==> config.mk <==
export PLATFORM = sky130hd
export DESIGN_NAME = seg_xlate
export DESIGN_NICKNAME = d
export VERILOG_FILES = /design/src/rtl/seg_pkg.sv /design/src/rtl/seg_table.sv /design/src/rtl/seg_check.sv /design/src/rtl/seg_xlate.sv
export SDC_FILE = /design/constraint.sdc
export NUM_CORES = 1
export LEC_CHECK = 0
export ABC_CLOCK_PERIOD_IN_PS = 6620
export BUFFER_PORTS_ARGS = -buffer_cell sky130_fd_sc_hd__buf_2
export CORE_ASPECT_RATIO = 0.8
export CORE_MARGIN = 4
export CORE_UTILIZATION = 66
export DETAILED_ROUTE_END_ITERATION = 10
export PLACE_DENSITY = 0.85
export SYNTH_ARGS = -nofsm -noshare
export SYNTH_HDL_FRONTEND = slang
export SYNTH_SLANG_ARGS = --single-unit
==> constraint.sdc <==
create_clock -name clk -period 6.62 [get_ports clk]
set_input_delay 0.331 -clock clk [delete_from_list [all_inputs] [get_ports clk]]
set_output_delay 0.331 -clock clk [all_outputs]
set_load 0.005 [all_outputs]
==> src/rtl/seg_pkg.sv <==
package seg_pkg;
    localparam int unsigned DEF_VA_W  = 32;
    localparam int unsigned DEF_SEG_W = 3;
    localparam int unsigned DEF_PA_W  = 32;

    typedef enum logic [1:0] {
        FLT_NONE    = 2'd0,
        FLT_INVALID = 2'd1,
        FLT_BOUNDS  = 2'd2
    } fault_e;

    function automatic fault_e classify(input logic valid, input logic over);
        if (!valid)    return FLT_INVALID;
        else if (over) return FLT_BOUNDS;
        else           return FLT_NONE;
    endfunction
endpackage

==> src/rtl/seg_table.sv <==
module seg_table #(
    parameter int unsigned SEG_W = 3,
    parameter int unsigned PA_W  = 32,
    parameter int unsigned BND_W = 30,
    localparam int unsigned SEG_N = 1 << SEG_W
) (
    input  logic             clk,
    input  logic             rst,
    input  logic             wr_en,
    input  logic [SEG_W-1:0] wr_idx,
    input  logic [PA_W-1:0]  wr_base,
    input  logic [BND_W-1:0] wr_bound,
    input  logic             wr_valid,
    input  logic [SEG_W-1:0] rd_idx,
    output logic [PA_W-1:0]  rd_base,
    output logic [BND_W-1:0] rd_bound,
    output logic             rd_valid
);
    logic [PA_W-1:0]  base_q  [SEG_N];
    logic [BND_W-1:0] bound_q [SEG_N];
    logic             vld_q   [SEG_N];

    for (genvar i = 0; i < SEG_N; i++) begin : g_ent
        always_ff @(posedge clk) begin
            if (rst) begin
                base_q[i]  <= '0;
                bound_q[i] <= '0;
                vld_q[i]   <= 1'b0;
            end else if (wr_en && wr_idx == SEG_W'(i)) begin
                base_q[i]  <= wr_base;
                bound_q[i] <= wr_bound;
                vld_q[i]   <= wr_valid;
            end
        end
    end

    assign rd_base  = base_q[rd_idx];
    assign rd_bound = bound_q[rd_idx];
    assign rd_valid = vld_q[rd_idx];
endmodule

==> src/rtl/seg_check.sv <==
module seg_check
    import seg_pkg::*;
#(
    parameter int unsigned OFF_W = 29,
    parameter int unsigned PA_W  = 32,
    localparam int unsigned BND_W = OFF_W + 1
) (
    input  logic [OFF_W-1:0] offset,
    input  logic [PA_W-1:0]  base,
    input  logic [BND_W-1:0] bound,
    input  logic             valid,
    output logic [PA_W-1:0]  pa,
    output fault_e           fault
);
    logic over;

    always_comb begin
        over  = {1'b0, offset} >= bound;
        fault = classify(valid, over);
        if (fault == FLT_NONE) pa = base + PA_W'(offset);
        else                   pa = '0;
    end
endmodule

==> src/rtl/seg_xlate.sv <==
module seg_xlate
    import seg_pkg::*;
#(
    parameter int unsigned VA_W  = DEF_VA_W,
    parameter int unsigned SEG_W = DEF_SEG_W,
    parameter int unsigned PA_W  = DEF_PA_W,
    localparam int unsigned OFF_W = VA_W - SEG_W,
    localparam int unsigned BND_W = OFF_W + 1
) (
    input  logic             clk,
    input  logic             rst,
    input  logic             req_valid,
    input  logic [VA_W-1:0]  req_va,
    output logic             rsp_valid,
    output logic [PA_W-1:0]  rsp_pa,
    output logic [1:0]       rsp_fault,
    input  logic             wr_en,
    input  logic [SEG_W-1:0] wr_idx,
    input  logic [PA_W-1:0]  wr_base,
    input  logic [BND_W-1:0] wr_bound,
    input  logic             wr_valid
);
    logic [SEG_W-1:0] seg;
    logic [OFF_W-1:0] off;
    logic [PA_W-1:0]  ent_base;
    logic [BND_W-1:0] ent_bound;
    logic             ent_valid;
    logic [PA_W-1:0]  pa_c;
    fault_e           fault_c;

    assign seg = req_va[VA_W-1 -: SEG_W];
    assign off = req_va[OFF_W-1:0];

    seg_table #(.SEG_W(SEG_W), .PA_W(PA_W), .BND_W(BND_W)) u_table (
        .clk(clk), .rst(rst),
        .wr_en(wr_en), .wr_idx(wr_idx), .wr_base(wr_base),
        .wr_bound(wr_bound), .wr_valid(wr_valid),
        .rd_idx(seg), .rd_base(ent_base), .rd_bound(ent_bound), .rd_valid(ent_valid)
    );

    seg_check #(.OFF_W(OFF_W), .PA_W(PA_W)) u_check (
        .offset(off), .base(ent_base), .bound(ent_bound), .valid(ent_valid),
        .pa(pa_c), .fault(fault_c)
    );

    always_ff @(posedge clk) begin
        if (rst) begin
            rsp_valid <= 1'b0;
            rsp_pa    <= '0;
            rsp_fault <= FLT_NONE;
        end else if (req_valid) begin
            rsp_valid <= 1'b1;
            rsp_pa    <= pa_c;
            rsp_fault <= fault_c;
        end else begin
            rsp_valid <= 1'b0;
            rsp_pa    <= '0;
            rsp_fault <= FLT_NONE;
        end
    end
endmodule

Word level (Yosys, flattened, before mapping)
Memory sizes are Yosys's and may differ from the RTL's.
Index checks and enable logic that the tools add are counted.
{"block": "op_classes", "shift": 0, "bitwise_logic": 26, "n_mux": 53, "reduce_logical": 12, "div_mod_pow": 0, "n_eq_ne": 7, "addsub": 1, "magnitude_cmp": 1, "mul": 0}
{"op": "32-bit 2-to-1 mux", "n": 8}
{"op": "30-bit 2-to-1 mux", "n": 8}
{"op": "1-bit 2-to-1 mux", "n": 35}
{"op": "32-bit by 29-bit adder with 32-bit output", "n": 1}
{"op": "29-bit by 30-bit greater-or-equal comparator with 1-bit output", "n": 1}
{"op": "1-bit OR", "n": 24}
{"op": "3-bit == test, second input constant", "n": 4}
{"op": "1-bit logical AND", "n": 8}
{"op": "3-bit by 2-bit == test with 1-bit output, second input constant", "n": 2}
{"op": "2-bit 2-to-1 mux", "n": 2}
{"op": "3-bit by 1-bit == test with 1-bit output, second input constant", "n": 1}
{"op": "3-bit zero test", "n": 1}
{"op": "3-bit OR reduction", "n": 1}
{"op": "2-bit zero test", "n": 1}
{"op": "1-bit inverter", "n": 2}
{"op": "2-bit OR reduction", "n": 1}
{"block": "totals", "input_bits": 102, "romBits": 0, "latchBits": 0, "ff_bits": 35, "ramBits": 504, "n_memories": 3, "output_inout_bits": 35, "word_cells": 106}
{"name": "u_table.base_q", "words": 8, "word_bits": 32, "read_ports": 1, "rd_clocked_by_memory_dff": 0, "wr": 8, "line_no": "seg_table.sv:19", "source": "logic [PA_W-1:0] base_q [SEG_N];"}
{"name": "u_table.bound_q", "words": 8, "word_bits": 30, "read_ports": 1, "rd_clocked_by_memory_dff": 0, "wr": 8, "line_no": "seg_table.sv:20", "source": "logic [BND_W-1:0] bound_q [SEG_N];"}
{"name": "u_table.vld_q", "words": 8, "word_bits": 1, "read_ports": 1, "rd_clocked_by_memory_dff": 0, "wr": 8, "line_no": "seg_table.sv:21", "source": "logic vld_q [SEG_N];"}

Depth between registers and ports, before layout
Gate-level depths: netlist of run 1.
An unclocked memory read counts as a cell.
{"block": "logic_depth", "ltp_word": 7, "ltp_mapped": 17, "depth_no_buf": 14}

Hierarchy
A second synthesis of run 1 with hierarchy kept.
{"block": "hier_totals", "hier_cells": 1866, "area_unflattened_um2": 25992.4}
{"mod": "seg_table", "area_per_inst_um2": 22295.1, "cells_per_inst": 1423, "instances": 1, "seq_area_each_um2": 15134.5}
{"mod": "seg_check", "area_per_inst_um2": 2642.5, "cells_per_inst": 367, "instances": 1, "seq_area_each_um2": 0.0}
{"mod": "seg_xlate", "area_per_inst_um2": 1054.8, "cells_per_inst": 76, "instances": 1, "seq_area_each_um2": 700.7}

Least setup slack after synthesis of run 1
No wires, ideal clock.
{"block": "synth_timing", "path_kind": "input to register", "from": "input wr_idx[0]", "to": "memory u_table.base_q[6][0] (enable)", "setup_ns": 0.497, "n_path_buf": 0, "arrival_time_ns": 3.465, "required_time_ns": 6.123, "stages": 2, "slack_ns": 2.658, "path_cell_list": "nand2b_1 > o21bai_1"}
{"item": "start, declared", "line_no": "seg_xlate.sv:18", "source": "input logic [SEG_W-1:0] wr_idx,"}
{"item": "end, declared", "line_no": "seg_table.sv:19"}

Worst setup path in the final report of run 1
{"block": "layout_timing", "from": "input req_va[29]", "to": "register rsp_pa[21]"}
{"block": "layout_between", "elab_chain_cells": 7, "word_cells_on_any_way": 10, "cone_classes": "1 x add/sub; 1 x order compare; 2 x mux; 1 x bitwise; 2 x reduce/logical; 3 x memory"}
{"item": "start, declared", "line_no": "seg_xlate.sv:13", "source": "input logic [VA_W-1:0] req_va,"}
{"item": "memory 8 x 30 bit"}
{"item": "29-bit by 30-bit greater-or-equal comparator with 1-bit output", "line_no": "seg_check.sv:18", "source": "over = {1'b0, offset} >= bound;"}
{"item": "2-bit 2-to-1 mux", "line_no": "seg_pkg.sv:14", "source": "else if (over) return FLT_BOUNDS;"}
{"item": "2-bit 2-to-1 mux", "line_no": "seg_pkg.sv:13", "source": "if (!valid) return FLT_INVALID;"}
{"item": "2-bit zero test", "line_no": "seg_check.sv:20", "source": "if (fault == FLT_NONE) pa = base + PA_W'(offset);"}
{"item": "1-bit inverter (no line)"}
{"item": "3-bit OR reduction (no line)"}
{"item": "end signal, assigned", "line_no": "seg_xlate.sv:53", "source": "rsp_pa <= pa_c;"}
{"item": "end, declared", "line_no": "seg_xlate.sv:15", "source": "output logic [PA_W-1:0] rsp_pa,"}
Several ways; a longest one is shown, not always the timed one.
A chain may end at the register's enable or synchronous reset.

==> out/results.txt, run 1 <==
Syn_area_per_cell = 15.3 um2
Post-CTS Hold Buffers = 0
Drt drc = 0
First DRT Iteration DRCs = 1780
Pwr per Cell Area = 279 nW/um2
R2R Setup Slk = 2.77 ns
Core footprint = 37400 um2
Fmax = 0.235 GHz
Vias in the first global route = 15300
Psw = 1.88 mW
Pre-CTS setup slack = 2.00 ns
Status = finished, final reports clean
Synth top area cells = edfxtp_1 60%, and2_1 12%, mux4_2 11%, ha_1 2.9%, dfxtp_1 2.8%
Worst Path Max Fanout = 56
Final nets = 1950
Min cycle time layout = 4.25 ns
Max-cap violations = 0
Worst skew pair latency = 0.58 ns
Die extent in y = 183 um
RSZ-0062 raised after global routing = false
DR vias = 14900
Combinational power share = 12.1%
Area growth syn-to-layout = 11.7%
ANT nets after route = 0
Initial core utilization = 67.5%
Cell area after layout = 28200 um2
Fillers = 2255
M1 GR Usage = 43.5%
Grt total ovfl = 0
First-pass GRT wire length = 94900 um
Quantity of gates resized following cts = 0
Final wirelength = 63600 um
Main flop type after synthesis = edfxtp_1
H-tree Lvls = 2
Wire length per cell = 27.5 um
Post CTS Setup Buffer Count = 0
Reg2Reg Capture Point = rsp_pa[21]
Worst-path cell chain = clkbuf_8, buf_12, mux4_2, mux2i_1, ha_1, nand4_1, nor3_1, a2111oi_0, o2111ai_1, o211ai_1, a21oi_4, nor4_1
Setup_tns = 0 ns
Clock Power Share = 36.7%
First-pass DRT Iterations = 5
Share of cells above drive strength 1 = 23.5%
Cell area after synthesis = 25300 um2
Max incr delay on CP = 0.66 ns
Post-Syn Nets = 1819
CTS Buf Count = 51
# rows = 63
Number of synthesized flops with an enable pin = 504
CP Class = in2reg
Simple-gate share of the synthesized area = 15.0%
CP Launch Type = input pin
Post-synthesis compound-gate area fraction = 3.12%
Largest net degree at the start of global routing = 64
Setup crit end = rsp_pa[21]
Setup violators final = 0
Vias per cell = 6.45
Seq/Total Area, Yosys = 62.6%
Clk slew on worst S/H paths = 0.07 ns
Layer with the highest usage = met2
P_leak = 10.5 nW
Internal = 5.99 mW
Total track usage = 31.0%
RePlAce Congestion = 0.935
Non-Filler Instances = 2317
Final WS setup = 2.37 ns
Hold Violations, Final = 0
Sw frac = 23.9%
Placed Area = 26600 um2
Worst hold path class = in2reg
Synth Area in Adders = 2.95%
Largest family of logic cells by synthesized area = simple AND/OR/NAND/NOR gates
Worst vdd ir = 0.210 mV
Met3 Use GR = 6.50%
Synthesis Warnings = 0
Antenna violations before repair = 8
Cells after Synth = 1658
Worst path required time = 7.10 ns
Synth Area in XOR/XNOR = 0.762%
Worst setup EP type = flop
R2r startpoint = u_table.bound_q[7][14]
Clock net sink count = 539
Async SR Flop Fraction = 0%
PortBufs = 136
Yosys cell types = 59
Register bit total from synthesis = 539
Final Skew = 0.0243 ns
Ports = 137
Global-route met2 utilization = 50.1%
Number of buffers on the longest clock path = 3
Final Cycle Share = 64.1%
Most frequent cells in the layout = 504 x and2_1, 504 x edfxtp_1, 133 x buf_2
Final Max Slew Viols = 0
Slew headroom = 18.8%
Sequential share of power = 51.2%
Worst-margin pin slew = 1.22 ns
CTS tree = yes
Die Footprint = 41500 um2
Post-synth top area cell = edfxtp_1
CP max-delay cell = a2111oi_0
Multiplexer share of the synthesized area = 13.9%
Die X = 227 um
Root buffer cell = clkbuf_16
Post-synth top area share = 59.8%
WP data arrival = 4.73 ns
Final HPWL DP = 36900 um
CP startpoint = req_va[29]
Cells after DPL = 2223
Depth of the most critical reg-to-reg path = 10
## cell families (layout without fill, tap and decap cells)
group                    after synthesis  count (layout)
buffers and inverters                103             273
flip-flops                           539             539
AO/OA/AOI/OAI                        112             112
XOR/XNOR                              22              22
multiplexers                         189             189
adder cells (fa/ha/maj)               59              59
AND/OR/NAND/NOR                      634             634
other                                  0               2
## cells in the mapped netlist, types with 2 or more instances
cell type / n
nor4_1: 2
nand2b_1: 10
and2_1: 504
xor2_1: 12
a2111oi_0: 2
nand3_1: 7
o211ai_1: 2
o21bai_1: 10
nor3b_1: 2
ha_1: 58
and2b_2: 2
nand4_1: 4
nand2_1: 23
nor3_1: 14
o211ai_2: 2
clkbuf_1: 65
nor2_1: 47
o21ai_0: 13
mux2_2: 31
a21o_2: 3
edfxtp_1: 504
a21oi_1: 31
mux4_2: 126
buf_2: 16
buf_4: 4
buf_1: 3
nor2b_1: 10
o2111ai_1: 2
dfxtp_1: 35
a21o_1: 14
mux2i_1: 32
o21a_1: 7
or3_1: 5
inv_1: 14
a31oi_1: 6
a21boi_0: 4
xnor2_1: 10
## final cells by class
cell class,instances,area (um2),area share (%)
multi-input cells,1016,9170,32.5
clock inverters,32,264,0.935
flip-flops and latches,539,15800,56.1
inverters,14,52.6,0.186
diodes,2,5.00,0.0177
repair buffers,167,940,3.33
well taps,487,609,2.16
clock buffers,60,1370,4.86
## stage by stage
| stage | util, % | hold WS (ns) | power (mW) |
|---|---|---|---|
| final | 75.4 | 0.0547 | 7.88 |
| after global routing | 75.4 | 0.0675 | 8.12 |
| after CTS | 75.4 | 0.0411 | 7.88 |
| after detailed placement | 71.0 | 0.646 | 5.04 |
| after global placement | 71.0 | 0.620 | 5.00 |
| after floorplan | - | 0.421 | 4.70 |
## worst min path at each step
stage,from,endpoint,slack [ns],cells after the start
after floorplan,rst,rsp_valid,0.42,1
after global placement,req_valid,rsp_valid,0.62,2
after detailed placement,req_valid,rsp_valid,0.65,2
after CTS,req_valid,rsp_valid,0.04,2
after global routing,req_valid,rsp_valid,0.07,2
final,req_valid,rsp_valid,0.05,2
## layer usage
metal | vias up | share of wire [%]
li1 | 6414 | -
met1 | 7547 | 38
met2 | 813 | 48
met3 | 147 | 10
met4 | 14 | 3.3
met5 | - | 0.15
## state kept, by name (all words and copies together) (netlist names)
| name | count |
|---|---|
| rsp_fault | 2 |
| u_table.bound_q | 240 |
| u_table.vld_q | 8 |
| rsp_pa | 32 |
| u_table.base_q | 256 |
| rsp_valid | 1 |
## critical path: cells and delay by family
family,cells,cell delay (ns)
AO/OA/AOI/OAI,4,1.74
buffers and inverters,2,0.86
multiplexers,2,0.80
AND/OR/NAND/NOR,3,0.57
adder cells (fa/ha/maj),1,0.30
## power by group through the flow
| stage | Clock (mW) | Sequential, mW | Combinational, mW |
|---|---|---|---|
| after floorplan | 0 | 4.08 | 0.619 |
| after global placement | 0 | 4.09 | 0.916 |
| after detailed placement | 0 | 4.10 | 0.937 |
| after CTS | 2.90 | 4.03 | 0.950 |
| after global routing | 3.04 | 4.05 | 1.03 |
| final | 2.89 | 4.03 | 0.957 |
Note: power is estimated with default switching activity, not from simulation.
==> inputs of run 2 (changes only) <==
--- a/config.mk
+++ b/config.mk
@@ -5,13 +5,13 @@
 export SDC_FILE = /design/constraint.sdc
 export NUM_CORES = 1
 export LEC_CHECK = 0
-export ABC_CLOCK_PERIOD_IN_PS = 6620
+export ABC_CLOCK_PERIOD_IN_PS = 4400
 export BUFFER_PORTS_ARGS = -buffer_cell sky130_fd_sc_hd__buf_2
 export CORE_ASPECT_RATIO = 0.8
 export CORE_MARGIN = 4
-export CORE_UTILIZATION = 66
+export CORE_UTILIZATION = 61
 export DETAILED_ROUTE_END_ITERATION = 10
-export PLACE_DENSITY = 0.85
+export PLACE_DENSITY = 0.8
 export SYNTH_ARGS = -nofsm -noshare
 export SYNTH_HDL_FRONTEND = slang
 export SYNTH_SLANG_ARGS = --single-unit
==> constraint.sdc (replaced) <==
create_clock -name clk -period 4.4 [get_ports clk]
set_input_delay 0.22 -clock clk [delete_from_list [all_inputs] [get_ports clk]]
set_output_delay 0.22 -clock clk [all_outputs]
set_load 0.005 [all_outputs]
==> out/results.txt, run 2 (same netlist as run 1, synthesis figures left out) <==
Wire length per cell = 27.0 um
Final Max Slew Viols = 0
Final wirelength = 66100 um
Vias per cell = 6.24
Die X = 236 um
WP data arrival = 4.16 ns
Final HPWL DP = 40300 um
Most flop-heavy register = u_table.base_q
DR vias = 15300
Quantity of gates resized following cts = 0
Largest net degree at the start of global routing = 64
CP Launch Type = input pin
First-pass GRT wire length = 98700 um
ANT nets after route = 0
Number of buffers on the longest clock path = 3
Area growth syn-to-layout = 14.6%
Root buffer cell = clkbuf_16
Reg2Reg Capture Point = rsp_pa[9]
Pwr per Cell Area = 407 nW/um2
Worst vdd ir = 0.303 mV
Min cycle time layout = 3.64 ns
CP Class = in2reg
Drt drc = 0
Hold Violations, Final = 0
Final nets = 2019
R2R Setup Slk = 0.77 ns
Max reg flops = 256
Fmax = 0.275 GHz
Share of cells above drive strength 1 = 23.6%
Worst-margin pin slew = 1.21 ns
R2r startpoint = u_table.bound_q[3][19]
Final Skew = 0.0217 ns
Ports = 137
Depth of the most critical reg-to-reg path = 13
Slew headroom = 19.5%
Clk slew on worst S/H paths = 0.06 ns
First-pass DRT Iterations = 6
Setup_tns = 0 ns
Largest registers = u_table.base_q (256), u_table.bound_q (240), rsp_pa (32)
RSZ-0062 raised after global routing = false
CTS Buf Count = 52
Setup violators final = 0
PortBufs = 136
Status = finished, final reports clean
Fillers = 2671
CP startpoint = req_va[29]
Max-cap violations = 0
Clock net sink count = 539
First DRT Iteration DRCs = 2067
Worst skew pair latency = 0.59 ns
Total track usage = 29.6%
Final WS setup = 0.761 ns
Core footprint = 40800 um2
Worst Path Max Fanout = 27
Final Cycle Share = 82.7%
Worst setup EP type = flop
Post CTS Setup Buffer Count = 0
Initial core utilization = 62.0%
Die Footprint = 44800 um2
Most frequent cells in the layout = 504 x and2_1, 504 x edfxtp_1, 133 x buf_2
CTS tree = yes
P_leak = 10.8 nW
Worst path required time = 4.92 ns
# rows = 66
RePlAce Congestion = 0.869
Antenna violations before repair = 7
Pre-CTS setup slack = 0.255 ns
H-tree Lvls = 2
Worst hold path class = in2reg
Grt total ovfl = 0
Setup crit end = rsp_pa[28]
Die extent in y = 190 um
Vias in the first global route = 15600
[run 2: worst max-delay path, stage by stage]
cell and delay [ns]:
clkbuf_8 0.14, buf_12 0.23, buf_4 0.31, mux4_2 0.55, mux2_2 0.30, ha_1 0.20
inv_1 0.07, fa_1 0.17, nor2b_1 0.06, o21ai_1 0.16, a21oi_1 0.14, o211ai_2 0.32
a21oi_2 0.14, o211ai_2 0.40, a21boi_0 0.20, or3_1 0.37, a21oi_1 0.14
[run 2: area by class of cell]
| cell class | instances | area (um2) | area share, % |
|---|---|---|---|
| antenna | 3 | 7.51 | 0.0259 |
| clock buffer | 75 | 1430 | 4.93 |
| clock inverter | 21 | 133 | 0.458 |
| inverter | 14 | 52.6 | 0.181 |
| multi-input combinational | 1016 | 9180 | 31.7 |
| sequential | 539 | 15800 | 54.7 |
| tap | 544 | 681 | 2.35 |
| timing repair buffer | 235 | 1660 | 5.72 |
[run 2: how the worst min path moves through the flow]
| stage | from | to | slack, ns | cells after the start |
|---|---|---|---|---|
| 3_5_place_dp | req_valid | rsp_valid | 0.54 | 2 |
| 3_3_place_gp | req_valid | rsp_valid | 0.51 | 2 |
| 4_1_cts | wr_bound[16] | u_table.bound_q[1][16] | 0.0002 | 2 |
| 5_1_grt | wr_bound[15] | u_table.bound_q[5][15] | 0.03 | 2 |
| 6_report | wr_bound[1] | u_table.bound_q[2][1] | 0.01 | 2 |
| 2_1_floorplan | rst | rsp_valid | 0.31 | 1 |
[run 2: timing repair]
item	in CTS	in global routing
endpoints found under the setup margin	0	0
hold buffers	48	0
hold endpoints to repair	274	0
[run 2: through the flow]
stage / cells / power (mW) / hold WS [ns] / instance area (um2) / utilization, %
floorplan: 1658 / 7.07 / 0.310 / 25300 / -
detailed placement: 2300 / 7.63 / 0.537 / 26900 / 66.0
CTS: 2444 / 11.8 / 0.000220 / 29000 / 71.0
global placement: 2300 / 7.57 / 0.511 / 26900 / 66.0
finish: 2447 / 11.8 / 0.0143 / 29000 / 71.0
global route: 2446 / 12.2 / 0.0255 / 29000 / 71.0
[run 2: per-layer routing]
| layer | wire length [um] | global-route usage (%) | share of wire, % |
|---|---|---|---|
| met1 | 25500 | 40.6 | 39 |
| met2 | 31600 | 47.5 | 48 |
| met3 | 6880 | 7.38 | 10 |
| met4 | 2090 | 9.91 | 3.2 |
| met5 | 53 | 0 | 0.080 |
[run 2: where the power goes]
| part | switching [mW] | leakage, nW | internal (mW) |
|---|---|---|---|
| Sequential | 0.112 | 5.16 | 5.96 |
| Combinational | 0.865 | 4.86 | 0.659 |
| Clock | 1.89 | 0.775 | 2.31 |
